===== src/rtl/i2c_ws_pkg.sv =====
package i2c_ws_pkg;

   localparam int unsigned BYTE_W = 8;

   typedef enum logic [3:0] {
      ST_IDLE,
      ST_ADDR,
      ST_ADDR_ACK,
      ST_WR_BYTE,
      ST_WR_WAIT,
      ST_WR_ACK,
      ST_RD_FETCH,
      ST_RD_BYTE,
      ST_RD_ACK,
      ST_IGNORE
   } ws_state_e;

endpackage


===== src/rtl/i2c_ws_sync.sv =====
module i2c_ws_sync #(
   parameter int unsigned N_LINES = 2,
   parameter int unsigned STAGES  = 2
) (
   input  logic               clk,
   input  logic               rst_n,
   input  logic [N_LINES-1:0] raw,
   output logic [N_LINES-1:0] sync,
   output logic [N_LINES-1:0] rise,
   output logic [N_LINES-1:0] fall
);

   generate
      if (STAGES < 2) begin : g_bad_stages
         $error("i2c_ws_sync: STAGES must be at least 2");
      end
      if (N_LINES < 1) begin : g_bad_lines
         $error("i2c_ws_sync: N_LINES must be at least 1");
      end
   endgenerate

   genvar gi;
   generate
      for (gi = 0; gi < N_LINES; gi++) begin : g_line
         logic [STAGES-1:0] chain;
         logic              prev;

         always_ff @(posedge clk or negedge rst_n) begin
            if (!rst_n) begin
               chain <= '1;
               prev  <= 1'b1;
            end else begin
               chain <= {chain[STAGES-2:0], raw[gi]};
               prev  <= chain[STAGES-1];
            end
         end

         assign sync[gi] = chain[STAGES-1];
         assign rise[gi] = chain[STAGES-1] & ~prev;
         assign fall[gi] = ~chain[STAGES-1] & prev;
      end
   endgenerate

endmodule


===== src/rtl/i2c_ws_cond.sv =====
module i2c_ws_cond (
   input  logic scl_s,
   input  logic sda_rise,
   input  logic sda_fall,
   output logic start_det,
   output logic stop_det
);

   // data may move only while the clock is low; a data edge with the clock
   // high is a bus condition
   assign start_det = sda_fall & scl_s;
   assign stop_det  = sda_rise & scl_s;

endmodule


===== src/rtl/i2c_ws_datapath.sv =====
module i2c_ws_datapath
   import i2c_ws_pkg::*;
#(
   parameter int unsigned WORD_BYTES = 4
) (
   input  logic                         clk,
   input  logic                         rst_n,
   input  logic                         bit_clr,
   input  logic                         bit_step,
   input  logic                         sda_bit,
   input  logic                         pack_en,
   input  logic                         load_en,
   input  logic [BYTE_W*WORD_BYTES-1:0] load_word,
   input  logic                         tx_shift,
   output logic [3:0]                   bit_cnt,
   output logic [BYTE_W-1:0]            rx_byte,
   output logic [BYTE_W*WORD_BYTES-1:0] asm_word,
   output logic                         tx_msb,
   output logic                         tx_nxt
);

   localparam int unsigned WORD_W = BYTE_W * WORD_BYTES;

   logic [WORD_W-1:0] tx_sh;

   // bit counter and receive shifter: one step per rising clock
   always_ff @(posedge clk or negedge rst_n) begin
      if (!rst_n) begin
         bit_cnt <= '0;
         rx_byte <= '0;
      end else begin
         if (bit_clr) begin
            bit_cnt <= '0;
         end else if (bit_step) begin
            bit_cnt <= bit_cnt + 4'd1;
         end
         if (bit_step) begin
            rx_byte <= {rx_byte[BYTE_W-2:0], sda_bit};
         end
      end
   end

   // word assembly, first byte lands in the top byte lane
   generate
      if (WORD_BYTES == 1) begin : g_asm_single
         always_ff @(posedge clk or negedge rst_n) begin
            if (!rst_n) begin
               asm_word <= '0;
            end else if (pack_en) begin
               asm_word <= rx_byte;
            end
         end
      end else begin : g_asm_multi
         always_ff @(posedge clk or negedge rst_n) begin
            if (!rst_n) begin
               asm_word <= '0;
            end else if (pack_en) begin
               asm_word <= {asm_word[WORD_W-BYTE_W-1:0], rx_byte};
            end
         end
      end
   endgenerate

   // transmit shifter
   always_ff @(posedge clk or negedge rst_n) begin
      if (!rst_n) begin
         tx_sh <= '0;
      end else if (load_en) begin
         tx_sh <= load_word;
      end else if (tx_shift) begin
         tx_sh <= {tx_sh[WORD_W-2:0], 1'b0};
      end
   end

   assign tx_msb = tx_sh[WORD_W-1];
   assign tx_nxt = tx_sh[WORD_W-2];

endmodule


===== src/rtl/i2c_word_slave.sv =====
module i2c_word_slave
   import i2c_ws_pkg::*;
#(
   parameter logic [6:0]  DEV_ADDR    = 7'h2A,
   parameter int unsigned WORD_BYTES  = 4,
   parameter int unsigned SYNC_STAGES = 2
) (
   input  logic                         clk,
   input  logic                         rst_n,
   input  logic                         scl_i,
   input  logic                         sda_i,
   output logic                         scl_oe,
   output logic                         sda_oe,
   output logic                         busy_n,
   output logic [BYTE_W*WORD_BYTES-1:0] wr_word,
   output logic                         wr_valid,
   input  logic                         wr_ready,
   output logic                         rd_req,
   input  logic                         rd_ack,
   input  logic [BYTE_W*WORD_BYTES-1:0] rd_word
);

   localparam int unsigned WORD_W   = BYTE_W * WORD_BYTES;
   localparam int unsigned IDX_W    = (WORD_BYTES > 1) ? $clog2(WORD_BYTES) : 1;
   localparam logic [IDX_W-1:0] LAST_IDX = IDX_W'(WORD_BYTES - 1);

   generate
      if (WORD_BYTES < 1) begin : g_bad_word
         $error("i2c_word_slave: WORD_BYTES must be at least 1");
      end
      if (SYNC_STAGES < 2) begin : g_bad_sync
         $error("i2c_word_slave: SYNC_STAGES must be at least 2");
      end
   endgenerate

   // ---------------- line synchronizers and bus conditions ----------------
   logic [1:0] ln_sync, ln_rise, ln_fall;
   logic       scl_s, scl_rise, scl_fall, sda_s;
   logic       start_det, stop_det;

   i2c_ws_sync #(
      .N_LINES (2),
      .STAGES  (SYNC_STAGES)
   ) u_sync (
      .clk   (clk),
      .rst_n (rst_n),
      .raw   ({sda_i, scl_i}),
      .sync  (ln_sync),
      .rise  (ln_rise),
      .fall  (ln_fall)
   );

   assign scl_s    = ln_sync[0];
   assign sda_s    = ln_sync[1];
   assign scl_rise = ln_rise[0];
   assign scl_fall = ln_fall[0];

   i2c_ws_cond u_cond (
      .scl_s     (scl_s),
      .sda_rise  (ln_rise[1]),
      .sda_fall  (ln_fall[1]),
      .start_det (start_det),
      .stop_det  (stop_det)
   );

   // ---------------- control state ----------------
   ws_state_e        state;
   logic [IDX_W-1:0] byte_idx;
   logic             rw_bit;
   logic             mst_ack;
   logic             quiet_st;

   logic [3:0]        bit_cnt;
   logic [BYTE_W-1:0] rx_byte;
   logic [WORD_W-1:0] asm_word;
   logic              tx_msb, tx_nxt;

   logic byte_done, in_ack, bus_active;
   logic dp_clr, dp_step, dp_pack, dp_load, dp_shift;

   assign byte_done  = (bit_cnt == 4'd8);
   assign in_ack     = (state == ST_ADDR_ACK) || (state == ST_WR_ACK) || (state == ST_RD_ACK);
   assign bus_active = (state != ST_IDLE) && (state != ST_IGNORE);

   assign dp_clr   = start_det | (scl_fall & (byte_done | in_ack));
   assign dp_step  = scl_rise & bus_active;
   assign dp_pack  = (state == ST_WR_BYTE) & scl_fall & byte_done;
   assign dp_load  = (state == ST_RD_FETCH) & rd_ack;
   assign dp_shift = (state == ST_RD_BYTE) & scl_fall & ~scl_oe;

   i2c_ws_datapath #(
      .WORD_BYTES (WORD_BYTES)
   ) u_dp (
      .clk       (clk),
      .rst_n     (rst_n),
      .bit_clr   (dp_clr),
      .bit_step  (dp_step),
      .sda_bit   (sda_s),
      .pack_en   (dp_pack),
      .load_en   (dp_load),
      .load_word (rd_word),
      .tx_shift  (dp_shift),
      .bit_cnt   (bit_cnt),
      .rx_byte   (rx_byte),
      .asm_word  (asm_word),
      .tx_msb    (tx_msb),
      .tx_nxt    (tx_nxt)
   );

   always_ff @(posedge clk or negedge rst_n) begin
      if (!rst_n) begin
         state    <= ST_IDLE;
         byte_idx <= '0;
         rw_bit   <= 1'b0;
         mst_ack  <= 1'b0;
         sda_oe   <= 1'b0;
         scl_oe   <= 1'b0;
         rd_req   <= 1'b0;
         wr_valid <= 1'b0;
      end else begin
         wr_valid <= 1'b0;
         if (start_det) begin
            state    <= ST_ADDR;
            byte_idx <= '0;
            sda_oe   <= 1'b0;
            scl_oe   <= 1'b0;
            rd_req   <= 1'b0;
         end else if (stop_det) begin
            state  <= ST_IDLE;
            sda_oe <= 1'b0;
            scl_oe <= 1'b0;
            rd_req <= 1'b0;
         end else begin
            unique case (state)
               ST_ADDR: begin
                  if (scl_fall && byte_done) begin
                     if (rx_byte[BYTE_W-1:1] == DEV_ADDR) begin
                        sda_oe <= 1'b1;
                        rw_bit <= rx_byte[0];
                        state  <= ST_ADDR_ACK;
                     end else begin
                        state  <= ST_IGNORE;
                     end
                  end
               end
               ST_ADDR_ACK: begin
                  if (scl_fall) begin
                     sda_oe   <= 1'b0;
                     byte_idx <= '0;
                     if (rw_bit) begin
                        scl_oe <= 1'b1;
                        rd_req <= 1'b1;
                        state  <= ST_RD_FETCH;
                     end else begin
                        state  <= ST_WR_BYTE;
                     end
                  end
               end
               ST_WR_BYTE: begin
                  if (scl_fall && byte_done) begin
                     if (byte_idx == LAST_IDX) begin
                        byte_idx <= '0;
                        if (wr_ready) begin
                           wr_valid <= 1'b1;
                           sda_oe   <= 1'b1;
                           state    <= ST_WR_ACK;
                        end else begin
                           scl_oe   <= 1'b1;
                           state    <= ST_WR_WAIT;
                        end
                     end else begin
                        byte_idx <= byte_idx + 1'b1;
                        sda_oe   <= 1'b1;
                        state    <= ST_WR_ACK;
                     end
                  end
               end
               ST_WR_WAIT: begin
                  if (wr_ready) begin
                     wr_valid <= 1'b1;
                     sda_oe   <= 1'b1;
                     state    <= ST_WR_ACK;
                  end
               end
               ST_WR_ACK: begin
                  if (scl_oe) begin
                     scl_oe <= 1'b0;
                  end else if (scl_fall) begin
                     sda_oe <= 1'b0;
                     state  <= ST_WR_BYTE;
                  end
               end
               ST_RD_FETCH: begin
                  if (rd_ack) begin
                     rd_req <= 1'b0;
                     sda_oe <= ~rd_word[WORD_W-1];
                     state  <= ST_RD_BYTE;
                  end
               end
               ST_RD_BYTE: begin
                  if (scl_oe) begin
                     scl_oe <= 1'b0;
                  end else if (scl_fall) begin
                     if (byte_done) begin
                        sda_oe <= 1'b0;
                        state  <= ST_RD_ACK;
                     end else begin
                        sda_oe <= ~tx_nxt;
                     end
                  end
               end
               ST_RD_ACK: begin
                  if (scl_rise) begin
                     mst_ack <= ~sda_s;
                  end else if (scl_fall) begin
                     if (!mst_ack) begin
                        state <= ST_IGNORE;
                     end else if (byte_idx == LAST_IDX) begin
                        byte_idx <= '0;
                        scl_oe   <= 1'b1;
                        rd_req   <= 1'b1;
                        state    <= ST_RD_FETCH;
                     end else begin
                        byte_idx <= byte_idx + 1'b1;
                        sda_oe   <= ~tx_msb;
                        state    <= ST_RD_BYTE;
                     end
                  end
               end
               default: begin
               end
            endcase
         end
      end
   end

   assign busy_n   = ~((state == ST_WR_WAIT) || (state == ST_RD_FETCH));
   assign wr_word  = asm_word;
   assign quiet_st = (state == ST_IGNORE);

endmodule


===== config.mk =====
export PLATFORM = sky130hd
export DESIGN_NAME = i2c_word_slave
export DESIGN_NICKNAME = d
export VERILOG_FILES = /design/src/rtl/i2c_ws_pkg.sv /design/src/rtl/i2c_ws_sync.sv /design/src/rtl/i2c_ws_cond.sv /design/src/rtl/i2c_ws_datapath.sv /design/src/rtl/i2c_word_slave.sv
export SDC_FILE = /design/constraint.sdc
export NUM_CORES = 1
export LEC_CHECK = 0
export BUFFER_PORTS_ARGS = -buffer_cell sky130_fd_sc_hd__buf_2
export CORE_MARGIN = 2
export CORE_UTILIZATION = 61
export CTS_BUF_LIST = sky130_fd_sc_hd__clkbuf_8
export CTS_CLUSTER_DIAMETER = 80
export CTS_CLUSTER_SIZE = 30
export DETAILED_ROUTE_END_ITERATION = 7
export PLACE_DENSITY_LB_ADDON = 0.25
export SKIP_LAST_GASP = 1
export SLEW_MARGIN = 20
export SYNTH_ARGS = -nofsm -noshare
export SYNTH_HDL_FRONTEND = slang
export SYNTH_SLANG_ARGS = --single-unit

===== constraint.sdc =====
create_clock -name clk -period 2.8 [get_ports clk]
set_input_delay 0.56 -clock clk [delete_from_list [all_inputs] [get_ports clk]]
set_output_delay 0.56 -clock clk [all_outputs]
set_load 0.05 [all_outputs]

==> results of run 1 <==
kinds of logic (layout without fill, tap and decap cells):
group                    Yosys count  count (layout)  synth area share, %
AO/OA/AOI/OAI                     87              87                12.38
multiplexers                      80              80                18.56
flip-flops                        94              94                50.64
XOR/XNOR                           5               5               0.9400
buffers and inverters             34             113                4.243
adder cells (fa/ha/maj)            3               3               0.8057
AND/OR/NAND/NOR                  106             106                12.43
state kept, by name, indices dropped and copies added, names as in the netlist:
register / cells
scl_oe: 1
u_sync.g_line.chain: 4
rw_bit: 1
state: 4
mst_ack: 1
u_dp.tx_sh: 32
u_dp.asm_word: 32
sda_oe: 1
u_dp.rx_byte: 8
wr_valid: 1
u_dp.bit_cnt: 4
byte_idx: 2
u_sync.g_line.prev: 2
rd_req: 1
layout by cell type (no fill, tap or decap), drive strengths merged, types with 6 or more instances in the layout:
cell type  netlist  layout
dfrtp           88      88
buf             16      86
nor2            50      50
mux2            45      45
a21oi           41      41
mux2i           35      35
nand2           15      15
o21ai           14      14
inv             10      13
clkbuf           7       9
nor3             7       7
dfstp            6       6
final cells by class:
| cell class | count | area share, % |
|---|---|---|
| Tap cell | 99 | 2.318 |
| Clock inverter | 7 | 1.967 |
| Sequential cell | 94 | 44.16 |
| Clock buffer | 9 | 2.318 |
| Multi-Input combinational cell | 281 | 39.34 |
| Timing Repair Buffer | 86 | 9.131 |
| Inverter | 11 | 0.7727 |
cells in the mapped netlist (6+ instances only):
master    instances  area [sq um]
a21oi_1          40         200.2
buf_6             6         67.56
clkbuf_1          7         26.28
dfrtp_1          88          2202
dfstp_2           6         157.7
inv_1             9         33.78
mux2_2           41         461.7
mux2i_1          35         350.3
nand2_1          13         48.80
nor2_1           49         183.9
nor3_1            7         35.03
o21ai_0          13         65.06
stage by stage:
stage          area [sq um]  total power [mW]  std cells  utilization [%]  setup WS (ns)
6_report               5344             4.584        587            72.90         0.4892
5_1_grt                5344             4.865        587            72.90         0.3909
4_1_cts                5344             4.598        587            72.90         0.4795
3_5_place_dp           5115             3.573        571            69.77         0.6886
3_3_place_gp           5115             3.519        571            69.77         0.7160
2_1_floorplan          4659             3.180        409                -         0.9035
routing by layer:
metal,wire [um],global-route usage [%],vias up
met1,3961,30.93,1646
met3,590,5.975,16
li1,-,-,1628
met5,0,0,-
met2,4635,38.66,132
met4,176,9.975,0
worst max-delay path, delay by kind of cell, from the launching register on:
family                 cells  cell delay [ns]
buffers and inverters      2             0.36
flip-flops                 1             0.77
AND/OR/NAND/NOR            1             0.26
worst paths after layout:
kind	endpoint	slack [ns]
max	busy_n	0.49
min	u_dp.asm_word[29]$_DFFE_PN0P_	0.28
max reg2reg	state[0]$_DFFE_PN0P_	0.61
min reg2reg	u_sync.g_line[0].chain[1]$_DFF_PN1_	0.36
max in group asynchronous	u_dp.tx_sh[6]$_DFFE_PN0P_	1.79
min in group clk	u_sync.g_line[0].chain[0]$_DFF_PN1_	0.29
power groups by stage:
stage	Sequential [mW]	Combinational, mW	Clock (mW)
after detailed placement	2.10	1.48	0
after global placement	2.08	1.44	0
final	2.07	1.49	1.02
after floorplan	1.99	1.19	0
after global routing	2.13	1.64	1.10
after CTS	2.07	1.48	1.04
==> results.yml, run 1 <==
status:
  status: "complete, no violations"
sta:
  slew_viol_final: 0
  rsz0062_at_grt: "no"
  skew_ns: 0.009431
  tightest_slew_ns: 0.8465
  period_minus_slack_ns: 2.311
  slew_headroom_pct: 43.57
  hold_slack_ns: 0.2831
  max_freq_ghz: 0.4328
  finalSetupTns_ns: 0
  fin_crit_sh_pct: 82.53
  hold_viol: 0
  setup_viol: 0
clocking:
  cts.sinks: 94
  clk_pin_slew_worst_paths_ns: 0.10
  postCtsResizedCells: 0
  clkLatencyLatePin_ns: 0.37
  clk_path_buf_depth: 2
  cts_tree: "built"
  numCtsBuffers: 9
  post_cts_buffers: 0
  h-tree-depth: 3
  cts_root_buf: "clkbuf_8"
  holdBufCountCts: 0
yosys:
  synthArstFlopShare_pct: 100.0
  avgSynthCellArea_sq_um: 11.39
  synth-seq-cells: 94
  synth.distinct_cells: 70
  syn_nets: 450
  synth_flop_cell: "dfrtp_1"
  synth_edf_count: 0
  ys_warn_count: 0
  ys_seq_area_share_pct: 50.64
  synthCells: 409
  synth.cell_area_sq_um: 4659
power_and_ir_drop:
  power_frac_comb_pct: 32.5
  peakVddDrop_mv: 0.5533
  seqPwrFrac_pct: 45.2
  p_int_mw: 2.941
  clkPwrFrac_pct: 22.2
  p_leak_nw: 2.487
  power_density_nw_per_um2: 857.7
  p_sw_mw: 1.643
  p_sw_share_pct: 35.84
route:
  drtIter0Drc: 215
  routedWlPerCell_um: 15.95
  firstDrtPassIters: 5
  postRouteAntennaNets: 0
  routed_wl_um: 9363
  vias: 3422
  drc: 0
  via_per_inst: 5.830
grt:
  grt_pass1_vias: 3442
  grt_max_degree: 71
  track_usage_pct: 23.98
  antenna_found_initial: 0
  grt_overflow: 0
  grt_first_pass_wirelength_um: 16070
setup_path:
  cp_max_fo: 18
  r2r-start: "state[1]$_DFFE_PN0P_"
  path_cells: "nor2_1 > inv_1 > buf_2"
  cp.arrival_ns: 1.75
  required_ns: 2.24
  path_class: "reg -> out"
  cpPeakStageDelay_ns: 0.77
  slowest_stage: "dfrtp_1"
  crit_path_start_kind: "flop"
  crit_start: "state[0]$_DFFE_PN0P_"
  r2r_cells: 6
  worstSetupEndpointType: "primary output"
floorplan:
  initial_core_util_pct: 63.56
  dieWidth_um: 91.40
  die_h_um: 91.40
  ioPinCount: 75
  core_area_sq_um: 7331
  dieArea_sq_um: 8354
  rows: 31
cells_and_area:
  regArea_sq_um: 2360
  drive_gt1_share_pct: 34.84
  num_antenna_cells: 0
  multi_input_area_sq_um: 2102
  areaGrowthSynthToFinish_pct: 14.69
  fill_cells: 548
  fin_nets: 524
job:
  max-cap-violations: 0
place:
  io_buffers: 74
  place_hpwl_um: 6618
  finalWeightedCongestion: 0.9255
hold_path:
  holdCritPathClass: "in -> async"
No activity file was read; power rests on OpenSTA's default activity.
==> run 2: changes to the inputs <==
--- a/config.mk
+++ b/config.mk
@@ -5,9 +5,10 @@
 export SDC_FILE = /design/constraint.sdc
 export NUM_CORES = 1
 export LEC_CHECK = 0
+export ABC_AREA = 1
 export BUFFER_PORTS_ARGS = -buffer_cell sky130_fd_sc_hd__buf_2
 export CORE_MARGIN = 2
-export CORE_UTILIZATION = 61
+export CORE_UTILIZATION = 53
 export CTS_BUF_LIST = sky130_fd_sc_hd__clkbuf_8
 export CTS_CLUSTER_DIAMETER = 80
 export CTS_CLUSTER_SIZE = 30
==> constraint.sdc (replaced) <==
create_clock -name clk -period 2.1 [get_ports clk]
set_input_delay 0.42 -clock clk [delete_from_list [all_inputs] [get_ports clk]]
set_output_delay 0.42 -clock clk [all_outputs]
set_load 0.05 [all_outputs]
==> results.yml, run 2 <==
status:
  status: "complete, no violations"
yosys:
  ys_top_cells_by_area: "dfrtp_1, o21ai_0, nand2_1"
  synth_top_area_share_pct: 47.58
  synth_most_common_cell: "nand2_1"
  synthCells: 553
  synthArstFlopShare_pct: 100.0
  synth_largest_area_cell: "dfrtp_1"
  synth_flop_cell: "dfrtp_1"
  synth_edf_count: 0
  ys_seq_area_share_pct: 50.99
  syn_nets: 594
  avgSynthCellArea_sq_um: 8.369
  ys_warn_count: 0
  synth_commonest_cells: "nand2_1, o21ai_0, dfrtp_1"
  synth.cell_area_sq_um: 4628
  synth.distinct_cells: 36
  synth-seq-cells: 94
cells_and_area:
  num_antenna_cells: 0
  drive_gt1_share_pct: 23.67
  final_common_cell: "nand2_1"
  areaGrowthSynthToFinish_pct: 15.17
  multi_input_area_sq_um: 1832
  regArea_sq_um: 2360
  fin_nets: 674
  largest_registers: "u_dp.asm_word x32, u_dp.tx_sh x32, u_dp.rx_byte x8"
  fill_cells: 780
  final_cell_mix: "nand2_1, o21ai_0, dfrtp_1, buf_2, inv_1"
sta:
  hold_viol: 0
  tightest_slew_ns: 0.5505
  period_minus_slack_ns: 1.891
  finalSetupTns_ns: 0
  slew_headroom_pct: 62.92
  setup_viol: 0
  hold_slack_ns: 0.1468
  skew_ns: 0.01426
  max_freq_ghz: 0.5288
  rsz0062_at_grt: "no"
  fin_crit_sh_pct: 90.05
  slew_viol_final: 0
power_and_ir_drop:
  p_sw_share_pct: 40.25
  peakVddDrop_mv: 0.7877
  p_sw_mw: 2.305
  power_frac_comb_pct: 35.0
  seqPwrFrac_pct: 44.3
  power_density_nw_per_um2: 1074
  clkPwrFrac_pct: 20.8
  p_leak_nw: 2.803
  p_int_mw: 3.422
route:
  vias: 3946
  drc: 0
  via_per_inst: 5.290
  firstDrtPassIters: 5
  routedWlPerCell_um: 13.56
  drtIter0Drc: 177
  postRouteAntennaNets: 0
  routed_wl_um: 10120
setup_path:
  required_ns: 2.35
  worstSetupEndpointType: "flop"
  cp_max_fo: 8
  slowest_stage: "dfrtp_1"
  r2r_cells: 13
  crit_buf_inv: 1
  path_class: "reg -> reg"
  crit_top_cell: "nand2_1"
  cp_top_family: "simple AND/OR/NAND/NOR gates"
  cp.arrival_ns: 2.14
  cpPeakStageDelay_ns: 0.41
  crit_path_start_kind: "flop"
  path_cells: "inv_1 > ha_1 > nand2_1 > nor2_2 > nand2_1 > nand2_1 > nand2_1 > nand2_1 > nand2_1 > nor2_1 > nand2_2 > nand2_1 > o21ai_1"
  cp.depth: 13
place:
  io_buffers: 74
  place_hpwl_um: 7478
  finalWeightedCongestion: 0.9754
floorplan:
  dieArea_sq_um: 9496
  dieWidth_um: 97.45
  rows: 34
  initial_core_util_pct: 53.86
  ioPinCount: 75
  die_h_um: 97.45
  core_area_sq_um: 8593
clocking:
  clk_pin_slew_worst_paths_ns: 0.10
  h-tree-depth: 3
  numCtsBuffers: 9
  clk_path_buf_depth: 2
  clkLatencyLatePin_ns: 0.36
  cts_tree: "built"
  cts_root_buf: "clkbuf_8"
  cts.sinks: 94
grt:
  track_usage_pct: 21.92
  grt_pass1_vias: 3671
  grt_overflow: 0
  grt_max_degree: 55
  antenna_found_initial: 0
  grt_first_pass_wirelength_um: 17040
hold_path:
  hold_depth: 1
  holdCritPathClass: "in -> reg"
job:
  max-cap-violations: 0
run 2: timing repair:
| action | 4_1_cts | 5_1_grt |
|---|---|---|
| gates resized for setup | 0 | 1 |
| hold buffers | 1 | 0 |
| endpoints found under the hold margin | 19 | 0 |
| setup buffers | 0 | 0 |
| setup endpoints to repair | 0 | 4 |
run 2: cell families after synthesis:
group	count (synthesis)	share of synthesized area [%]
and+or+nand+nor	204	20.06
DFF	94	50.99
adders and majority gates	3	0.8111
xor gates and xnor gates	1	0.1893
buffers and inverters	97	9.489
muxes	10	2.433
AOI/OAI and AO/OA	144	16.03
run 2: final cells by class:
type | count | share of cell area [%]
Timing Repair Buffer | 89 | 9.624
Clock inverter | 7 | 1.408
Sequential cell | 94 | 44.27
Clock buffer | 9 | 2.324
Multi-Input combinational cell | 362 | 34.37
Tap cell | 108 | 2.535
Inverter | 77 | 5.469
run 2: worst paths after layout:
path                                                             to                                 from  slack, ns
worst max-delay path                           state[1]$_DFFE_PN0P_          u_dp.bit_cnt[0]$_DFFE_PN0P_       0.21
worst min-delay path            u_sync.g_line[0].chain[0]$_DFF_PN1_                                scl_i       0.15
worst max register to register                 state[1]$_DFFE_PN0P_          u_dp.bit_cnt[0]$_DFFE_PN0P_       0.21
worst min register to register  u_sync.g_line[1].chain[1]$_DFF_PN1_  u_sync.g_line[1].chain[0]$_DFF_PN1_       0.36
max in group asynchronous           u_sync.g_line[0].prev$_DFF_PN1_                                rst_n       0.98
min in group asynchronous             u_dp.asm_word[29]$_DFFE_PN0P_                                rst_n       0.48
run 2: power by group through the flow:
stage               combinational, mW  sequential (mW)  clock (mW)
finish                           2.00             2.54        1.19
global route                     2.27             2.60        1.31
CTS                              2.00             2.53        1.24
detailed placement               1.98             2.57           0
global placement                 1.96             2.55           0
floorplan                        1.40             2.61           0
run 2: metrics by stage:
step                      cell area, sq um  instances  utilization [%]  worst slack [ns]  power [mW]
after global placement                5119        729            59.57            0.2930       4.505
after global routing                  5330        746            62.03           0.02452       6.183
final                                 5330        746            62.03            0.2090       5.727
after detailed placement              5119        729            59.57            0.2095       4.557
after floorplan                       4628        553                -            0.4426       4.007
after CTS                             5328        746            62.00            0.1791       5.775
run 2: layer usage:
| metal | part of all wire [%] | global-route usage, % | wire length (um) | vias to the layer above |
|---|---|---|---|---|
| met5 | 0 | 0 | 0 | - |
| met4 | 1.3 | 7.051 | 136 | 0 |
| met3 | 5.8 | 3.957 | 582 | 12 |
| met2 | 47 | 34.69 | 4799 | 133 |
| met1 | 45 | 30.87 | 4597 | 1838 |
| li1 | - | - | - | 1963 |
==> run 3: changes to the inputs <==
--- a/config.mk
+++ b/config.mk
@@ -8,7 +8,7 @@
 export ABC_AREA = 1
 export BUFFER_PORTS_ARGS = -buffer_cell sky130_fd_sc_hd__buf_2
 export CORE_MARGIN = 2
-export CORE_UTILIZATION = 53
+export CORE_UTILIZATION = 50
 export CTS_BUF_LIST = sky130_fd_sc_hd__clkbuf_8
 export CTS_CLUSTER_DIAMETER = 80
 export CTS_CLUSTER_SIZE = 30
==> results.yml, run 3 (synthesis results as in run 2) <==
status:
  status: "complete, no violations"
sta:
  setup_ws_ns: 0.2517
  tightest_slew_ns: 0.4573
  max_freq_ghz: 0.5410
  period_minus_slack_ns: 1.848
  setup_viol: 0
  hold_viol: 0
  skew_ns: 0.01621
  slew_viol_final: 0
  fin_crit_sh_pct: 88.01
  finalSetupTns_ns: 0
  hold_slack_ns: 0.1512
  rsz0062_at_grt: "no"
  slew_headroom_pct: 69.19
grt:
  grt_pass1_vias: 3600
  grt_max_degree: 57
  antenna_found_initial: 0
  grt_overflow: 0
  grt_first_pass_wirelength_um: 16800
  track_usage_pct: 20.88
floorplan:
  dieWidth_um: 100.2
  core_area_sq_um: 9109
  die_h_um: 100.2
  dieArea_sq_um: 10040
  rows: 35
  initial_core_util_pct: 50.81
  ioPinCount: 75
hold_path:
  min_from: "scl_i"
  holdCritPathClass: "in -> reg"
power_and_ir_drop:
  peakVddDrop_mv: 0.6367
  power_mw: 5.814
  power_density_nw_per_um2: 1090
  p_leak_nw: 2.800
place:
  io_buffers: 74
  finalWeightedCongestion: 1.021
  dpl_cell_area_sq_um: 5112
  place_hpwl_um: 7495
  post-place-ws_ns: 0.2540
cells_and_area:
  largest_registers: "u_dp.asm_word x32, u_dp.tx_sh x32, u_dp.rx_byte x8"
  fin_nets: 671
  final_common_cell: "nand2_1"
  drive_gt1_share_pct: 23.15
  final_cell_mix: "nand2_1, o21ai_0, dfrtp_1, buf_2, inv_1"
  num_antenna_cells: 0
  areaGrowthSynthToFinish_pct: 15.30
  design_area_sq_um: 5336
clocking:
  cts.sinks: 94
  clk_pin_slew_worst_paths_ns: 0.10
  clk_path_buf_depth: 2
  post_cts_buffers: 0
  cts_root_buf: "clkbuf_8"
  numCtsBuffers: 9
  clkLatencyLatePin_ns: 0.36
  cts_tree: "built"
  h-tree-depth: 3
setup_path:
  r2r-start: "u_dp.bit_cnt[0]$_DFFE_PN0P_"
  path_cells: "inv_1 > ha_1 > nand2_1 > nor2_1 > nand2_1 > nand2_1 > nand2_1 > nand2_1 > nand2_1 > nor2_1 > nand2_2 > nand2_1 > o21ai_1"
  slowest_stage: "dfrtp_1"
  required_ns: 2.33
  crit_path_start_kind: "flop"
  path_class: "reg -> reg"
  cpPeakStageDelay_ns: 0.41
  cp_max_fo: 8
  crit_start: "u_dp.bit_cnt[0]$_DFFE_PN0P_"
  crit_buf_inv: 1
  crit_top_cell: "nand2_1"
  cp.arrival_ns: 2.08
  worstSetupEndpointType: "flop"
  cp_top_family: "simple AND/OR/NAND/NOR gates"
route:
  drtIter0Drc: 177
  via_per_inst: 5.143
  drc: 0
  vias: 3837
  routed_wl_um: 10250
  firstDrtPassIters: 4
  routedWlPerCell_um: 13.74
  postRouteAntennaNets: 0
job:
  max-cap-violations: 0
==> run 3: what timing repair did <==
action / CTS / global route
hold buffers: 1 / 0
endpoints found under the hold margin: 19 / 0
gates resized for setup: 0 / 0
==> run 3: area by class of cell <==
cell class	instances	area, sq um
clock buffer	9	123.9
clock inverter	7	90.09
fill	859	3772
inverter	77	291.5
multi-input combinational	362	1829
sequential	94	2360
tap	111	138.9
timing repair buffer	86	503.0
==> run 3: report_power, final <==
| group | total (mW) | internal [mW] | switching [mW] |
|---|---|---|---|
| combinational | 2.01 | 0.654 | 1.36 |
| sequential | 2.53 | 2.28 | 0.248 |
| clock | 1.27 | 0.578 | 0.694 |
| total | 5.81 | 3.52 | 2.30 |
==> run 3: final timing paths <==
path / end / slack [ns] / cells after the start
worst max-delay path: state[2]$_DFFE_PN0P_ / 0.25 / 13
worst min-delay path: u_sync.g_line[0].chain[0]$_DFF_PN1_ / 0.15 / 1
max in group asynchronous: u_sync.g_line[0].chain[1]$_DFF_PN1_ / 1.00 / 3
min in group asynchronous: u_dp.asm_word[29]$_DFFE_PN0P_ / 0.47 / 2
worst max register to register: state[2]$_DFFE_PN0P_ / 0.25 / 13
worst min register to register: u_sync.g_line[1].chain[1]$_DFF_PN1_ / 0.36 / 0
==> run 3: per-stage QoR <==
| step | util, % | instances |
|---|---|---|
| after detailed placement | 56.13 | 729 |
| after floorplan | - | 553 |
| after CTS | 58.59 | 746 |
| final | 58.59 | 746 |
| after global routing | 58.59 | 746 |
| after global placement | 56.13 | 729 |
==> run 3: layer usage <==
layer / wire (um) / GRT usage [%] / share of wire, %
met2: 4863 / 34.02 / 47
met3: 524 / 2.925 / 5.1
met5: 0 / 0 / 0
met1: 4653 / 28.89 / 45
met4: 206 / 6.955 / 2.0
